File: src/rtl/supv_pkg.sv
package supv_pkg;
  // Counter width able to hold values 0..max_val
  function automatic int unsigned cnt_width(input int unsigned max_val);
    return (max_val < 2) ? 1 : $clog2(max_val + 1);
  endfunction
endpackage

File: src/rtl/supv_strobe_edge.sv
module supv_strobe_edge #(
  parameter int unsigned SYNC_STAGES = 2
) (
  input  logic clk,
  input  logic rst_n,
  input  logic strobe,
  output logic strobe_fall
);
  localparam int unsigned CHAIN = SYNC_STAGES + 1;

  logic [CHAIN-1:0] chain_q, chain_d;

  always_comb begin
    chain_d = {chain_q[CHAIN-2:0], strobe};
  end

  always_ff @(posedge clk or negedge rst_n) begin
    if (!rst_n) chain_q <= '1;
    else        chain_q <= chain_d;
  end

  // High for one cycle after the synchronised level goes from 1 to 0
  assign strobe_fall = chain_q[CHAIN-1] & ~chain_q[CHAIN-2];
endmodule

File: src/rtl/supv_rst_pulse.sv
module supv_rst_pulse #(
  parameter int unsigned RST_TICKS = 641
) (
  input  logic clk,
  input  logic rst_n,
  input  logic tick_en,
  input  logic load,
  output logic pulse_next
);
  localparam int unsigned W = supv_pkg::cnt_width(RST_TICKS);

  logic [W-1:0] cnt_q, cnt_d;

  always_comb begin
    if (load)                          cnt_d = W'(RST_TICKS);
    else if (tick_en && cnt_q != '0)   cnt_d = cnt_q - 1'b1;
    else                               cnt_d = cnt_q;
  end

  assign pulse_next = (cnt_d != '0);

  always_ff @(posedge clk or negedge rst_n) begin
    if (!rst_n) cnt_q <= W'(RST_TICKS);
    else        cnt_q <= cnt_d;
  end
endmodule

File: src/rtl/supv_wdog_timer.sv
module supv_wdog_timer #(
  parameter int unsigned NORM_TICKS = 5120,
  parameter int unsigned FIRST_MULT = 4
) (
  input  logic clk,
  input  logic rst_n,
  input  logic tick_en,
  input  logic enable,
  input  logic restart,
  input  logic rst_active,
  output logic timeout
);
  localparam int unsigned FIRST_TICKS = NORM_TICKS * FIRST_MULT;
  localparam int unsigned W = supv_pkg::cnt_width(FIRST_TICKS);

  logic [W-1:0] cnt_q, cnt_d;
  logic         first_q, first_d;
  logic [W-1:0] period_end;

  assign period_end = first_q ? W'(FIRST_TICKS - 1) : W'(NORM_TICKS - 1);
  assign timeout    = enable && !restart && tick_en && (cnt_q == period_end);

  always_comb begin
    cnt_d   = cnt_q;
    first_d = first_q;
    if (rst_active) begin
      cnt_d   = '0;
      first_d = 1'b1;
    end else if (!enable) begin
      cnt_d   = '0;
    end else if (restart) begin
      cnt_d   = '0;
      first_d = 1'b0;
    end else if (tick_en) begin
      cnt_d   = timeout ? '0 : cnt_q + 1'b1;
    end
  end

  always_ff @(posedge clk or negedge rst_n) begin
    if (!rst_n) begin
      cnt_q   <= '0;
      first_q <= 1'b1;
    end else begin
      cnt_q   <= cnt_d;
      first_q <= first_d;
    end
  end
endmodule

File: src/rtl/supv_wdog_ctrl.sv
module supv_wdog_ctrl #(
  parameter int unsigned RST_TICKS   = 641,
  parameter int unsigned NORM_TICKS  = 5120,
  parameter int unsigned FIRST_MULT  = 4,
  parameter int unsigned SYNC_STAGES = 2
) (
  input  logic clk,
  input  logic rst_n,
  input  logic tick_en,
  input  logic supply_ok,
  input  logic pb_req,
  input  logic strobe,
  input  logic strobe_conn,
  output logic cpu_rst,
  output logic cpu_rst_n,
  output logic thr_low,
  output logic wd_stat_n
);
  logic strobe_fall;
  logic wd_timeout;
  logic pulse_next;
  logic pulse_load;
  logic wd_enable;

  logic cpu_rst_q, cpu_rst_n_q, thr_q, wds_q;
  logic thr_d, wds_d;

  supv_strobe_edge #(.SYNC_STAGES(SYNC_STAGES)) strobe_edge_i (
    .clk         (clk),
    .rst_n       (rst_n),
    .strobe      (strobe),
    .strobe_fall (strobe_fall)
  );

  assign pulse_load = ~supply_ok | pb_req | wd_timeout;

  supv_rst_pulse #(.RST_TICKS(RST_TICKS)) rst_pulse_i (
    .clk        (clk),
    .rst_n      (rst_n),
    .tick_en    (tick_en),
    .load       (pulse_load),
    .pulse_next (pulse_next)
  );

  assign wd_enable = strobe_conn & supply_ok & ~cpu_rst_q;

  supv_wdog_timer #(.NORM_TICKS(NORM_TICKS), .FIRST_MULT(FIRST_MULT)) wdog_i (
    .clk        (clk),
    .rst_n      (rst_n),
    .tick_en    (tick_en),
    .enable     (wd_enable),
    .restart    (strobe_fall),
    .rst_active (cpu_rst_q),
    .timeout    (wd_timeout)
  );

  always_comb begin
    thr_d = ~supply_ok;
    if (!supply_ok)       wds_d = 1'b0;
    else if (wd_timeout)  wds_d = 1'b0;
    else if (strobe_fall) wds_d = 1'b1;
    else                  wds_d = wds_q;
  end

  always_ff @(posedge clk or negedge rst_n) begin
    if (!rst_n) begin
      cpu_rst_q   <= 1'b1;
      cpu_rst_n_q <= 1'b0;
      thr_q       <= 1'b1;
      wds_q       <= 1'b1;
    end else begin
      cpu_rst_q   <= pulse_next;
      cpu_rst_n_q <= ~pulse_next;
      thr_q       <= thr_d;
      wds_q       <= wds_d;
    end
  end

  assign cpu_rst   = cpu_rst_q;
  assign cpu_rst_n = cpu_rst_n_q;
  assign thr_low   = thr_q;
  assign wd_stat_n = wds_q;
endmodule

File: config.mk
export PLATFORM = sky130hd
export DESIGN_NAME = supv_wdog_ctrl
export DESIGN_NICKNAME = d
export VERILOG_FILES = /design/src/rtl/supv_pkg.sv /design/src/rtl/supv_strobe_edge.sv /design/src/rtl/supv_rst_pulse.sv /design/src/rtl/supv_wdog_timer.sv /design/src/rtl/supv_wdog_ctrl.sv
export SDC_FILE = /design/constraint.sdc
export NUM_CORES = 1
export LEC_CHECK = 0
export BUFFER_PORTS_ARGS = -buffer_cell sky130_fd_sc_hd__buf_2
export CORE_UTILIZATION = 64
export DETAILED_ROUTE_END_ITERATION = 8
export GPL_ROUTABILITY_DRIVEN = 0
export HOLD_SLACK_MARGIN = 0.03
export PLACE_DENSITY = 0.85
export RECOVER_POWER = 50
export SYNTH_ARGS = -nofsm -noshare
export SYNTH_HDL_FRONTEND = slang
export SYNTH_SLANG_ARGS = --single-unit
File: constraint.sdc
create_clock -name clk -period 4.4 [get_ports clk]
set_input_delay 1.1 -clock clk [delete_from_list [all_inputs] [get_ports clk]]
set_output_delay 1.1 -clock clk [all_outputs]
set_load 0.01 [all_outputs]
==> key figures <==
Timing
  – Final worst setup slack: about 1900 ps
  – Fmax: between 300 and 400 MHz
  – Setup-failing EPs final: 0
  – Fin crit period: 2540 ps
  – Max_slew headroom: -11.5%
  – RSZ-0062 raised after global routing: false
  – Endpoints failing hold: 0
  – Least-Margin Pin Slew: about 1700 ps
  – Slew Limit Fails: 34
  – TNS Setup: 0 ps
  – Clk_skew: around 8.5 ps
  – Period utilization: 57.7%

Synthesis
  – Xor and xnor area share after synthesis: approximately 6%
  – EDFF count, synth: 0
  – Async set or reset register ratio after synthesis: 100%
  – Yosys top cell area share: a little under a third
  – Sequential fraction of the synthesis area: approximately 44%
  – Post-synthesis simple-gate area fraction: between 20% and 30%
  – Netlist cell types: 52
  – Mux cell area share after synthesis: 0%
  – Syn nets: 208
  – Largest family of logic cells by synthesized area: simple AND/OR/NAND/NOR gates
  – Post-synthesis compound-gate area fraction: roughly 16%
  – Yosys reg bits: 33
  – Synthesized netlist cell count: about 200
  – Mapped Avg Cell Area: approximately 9.5 sq um
  – Synth Warn #: 0
  – Mapped cell area: 1890 sq um
  – Synth area leader: dfrtp_1
  – Synth Area in Adders: under 10%
  – Largest cells by area after synthesis: dfrtp_1 30%, dfstp_2 14%, nor2_1 5.0%
  – Top_reg_cell synth: dfrtp_1

Critical path
  – Crit. path cell count: 6
  – Data arrival, critical path: 2770 ps
  – Critical path buffers and inverters: 1
  – CP max FO: 21
  – Crit. End Element: register
  – Crit Path Category: in -> reg
  – Element type at the critical path start: primary input
  – CP required: approximately 4600 ps
  – Crit path max-delay family: simple AND/OR/NAND/NOR gates
  – Max incr delay on CP: 470 ps
  – FF-to-FF path depth: 7
  – Worst path slowest cell: o41a_2
  – Critical path, cell by cell: buf_2 -> nor4b_4 -> nand2_1 -> o41a_2 -> o211ai_2 -> and4b_1

Global route
  – Vias in the first global route: about 1400
  – First-pass GRT wire length: roughly 6600 microns
  – All-Layer GR Usage: between 20% and 30%
  – Largest net degree at the start of global routing: 34
  – Initial antenna violation count: 0
  – Remaining global-route overflow: 0

Clock tree
  – Clk sinks: 33
  – Clock Pin Slew Worst Setup and Hold Paths: between 100 and 150 ps
  – Root buf cell: clkbuf_4
  – Setup Fix Bufs, Post-CTS: 0
  – Hold_buf cts: 0
  – Clk buf depth: 2
  – CTS tree: yes
  – CTS Buf Count: 5
  – Worst-Skew Late Latency: between 300 and 400 ps
  – Post-cts sizing count: 0
  – H-tree lvl count: 2

Drt
  – Iter 0 DRT Violations: 94
  – DR pass1 iterations: 4
  – Routed WL: 3930 microns
  – Vias post-DR: around 1500
  – DRC Markers: 0
  – Via/cell ratio: 6.39
  – DRT antenna net count: 0
  – Drt wl/cell: about 16 microns

Die
  – Core Rows: 19
  – Initial core utilization: a little under 70%
  – Die area: around 3200 sq um
  – # IOs: 11
  – Die Y: between 50 and 60 microns
  – Core Box Area: between 2000 and 3000 sq um
  – Horiz. Die Dim: around 56 microns

Run status
  – Status: complete, but fails checks
  – Failing checks: max-capacitance violations, max-slew violations

Cells and area
  – Final Non-Filler Cells: between 200 and 250
  – Share of cells above drive strength 1: between 10% and 20%
  – Fin area: between 2000 and 2500 sq um
  – ANT cells: 0
  – Nets: between 200 and 250
  – P&R area growth vs syn: 8.48%
  – Fillcell total: roughly 200

Hold path
  – Hold Path Depth: 0
  – Hold Crit Class: reg -> reg

Power
  – PwrDens: ~310 nW/um^2
  – Pwr Total: roughly 640 uW
  – Peak supply drop: slightly below 0.3 mV
  – P_leak: roughly 0.8 nW

Flow run
  – MaxCap Viol Count: 1

Placement
  – DP Area: 1950 sq um
  – Post-DP HPWL: 2760 microns
  – DP Worst Slack: around 1500 ps
  – Placed cells: about 230
  – Count of input and output buffers: 10
[per-layer routing]
layer / part of all wire [%] / global-route usage (%) / up-vias
met3: 6.2 / 5.99 / 9
met5: 0 / 0 / -
met4: 1.9 / 10.8 / 0
li1: - / - / 738
met2: 45 / 39.3 / 52
met1: 47 / 40.2 / 742
[final cells by class]
| type | count | area [sq um] | area share (%) |
|---|---|---|---|
| well taps | 31 | 38.8 | 1.89 |
| clock inverters | 3 | 65.1 | 3.17 |
| repair buffers | 10 | 47.5 | 2.32 |
| multi-input cells | 154 | 1000 | 49.0 |
| flip-flops and latches | 33 | 838 | 40.9 |
| clock buffers | 5 | 37.5 | 1.83 |
| inverters | 5 | 18.8 | 0.916 |
[placed cells by master, fill, tap and decap left out, drive strengths merged, types with 3 or more instances in the layout]
master and instances:
and3 3, dfrtp 23, buf 8, nand3 8
o21ai 5, nor3 12, or3 7, clkbuf 7
dfstp 10, inv 5, nand4 3, nor2 25
o211ai 4, nor2b 3, xnor2 6, nand2 20
nand2b 6, nand4b 4, xor2 7, a21oi 8
o41ai 3
[cell families after synthesis]
logic type,after synthesis
and+or+nand+nor,102
AOI/OAI and AO/OA,37
DFF,33
xor gates and xnor gates,13
buffers and inverters,12
adders and majority gates,2
[worst register-to-register path, stage by stage (launching register included)]
cell	delay [ps]
dfrtp_1	440
inv_1	80
ha_1	190
nand2b_1	260
o41ai_4	560
nand2_2	100
a211oi_2	320
and4b_1	240
[worst paths after layout]
check                           slack (ps)                startpoint                        to
max in group asynchronous             2250                     rst_n           wdog_i.cnt_q[2]
min in group asynchronous             1170                     rst_n          wdog_i.cnt_q[10]
worst max-delay path                  1860                   tick_en                 cpu_rst_n
worst min-delay path                   370  strobe_edge_i.chain_q[0]  strobe_edge_i.chain_q[1]
worst max register to register        2180      rst_pulse_i.cnt_q[1]                 cpu_rst_n
worst min register to register         370  strobe_edge_i.chain_q[0]  strobe_edge_i.chain_q[1]
[flip-flops by register name, indices dropped and copies added (netlist names)]
| name | flops |
|---|---|
| wd_stat_n | 1 |
| wdog_i.first_q | 1 |
| strobe_edge_i.chain_q | 3 |
| thr_low | 1 |
| rst_pulse_i.cnt_q | 10 |
| wdog_i.cnt_q | 15 |
| cpu_rst_n | 1 |
| cpu_rst | 1 |
[cell usage after synthesis (2+ instances only)]
master,number
nand3_1,7
buf_2,2
a31oi_1,2
a21o_1,2
o211ai_1,3
nand3b_1,2
a21boi_0,2
o41ai_1,2
nand4_1,3
clkbuf_1,5
nor2_1,25
nor3_1,11
dfrtp_1,23
nand2_1,19
nor4_1,2
nand2b_1,6
or3_1,4
ha_1,2
dfstp_2,10
xor2_1,7
nor2b_1,3
and3_1,3
inv_1,5
o2111ai_1,2
xnor2_1,6
o21ai_0,4
a21oi_1,8
nand4b_1,4
or3_4,2
[metrics by stage]
stage,utilization [%],hold slack (ps)
2_1_floorplan,-,345
3_3_place_gp,70.1,346
3_5_place_dp,70.1,348
4_1_cts,73.8,363
5_1_grt,73.7,373
6_report,73.7,366
[where the power goes]
part	internal [mW]	total, mW	switching (mW)
logic	0.0165	0.0468	0.0303
clock network	0.176	0.283	0.107
registers	0.310	0.313	0.00352
No activity file was read; power rests on OpenSTA's default activity.
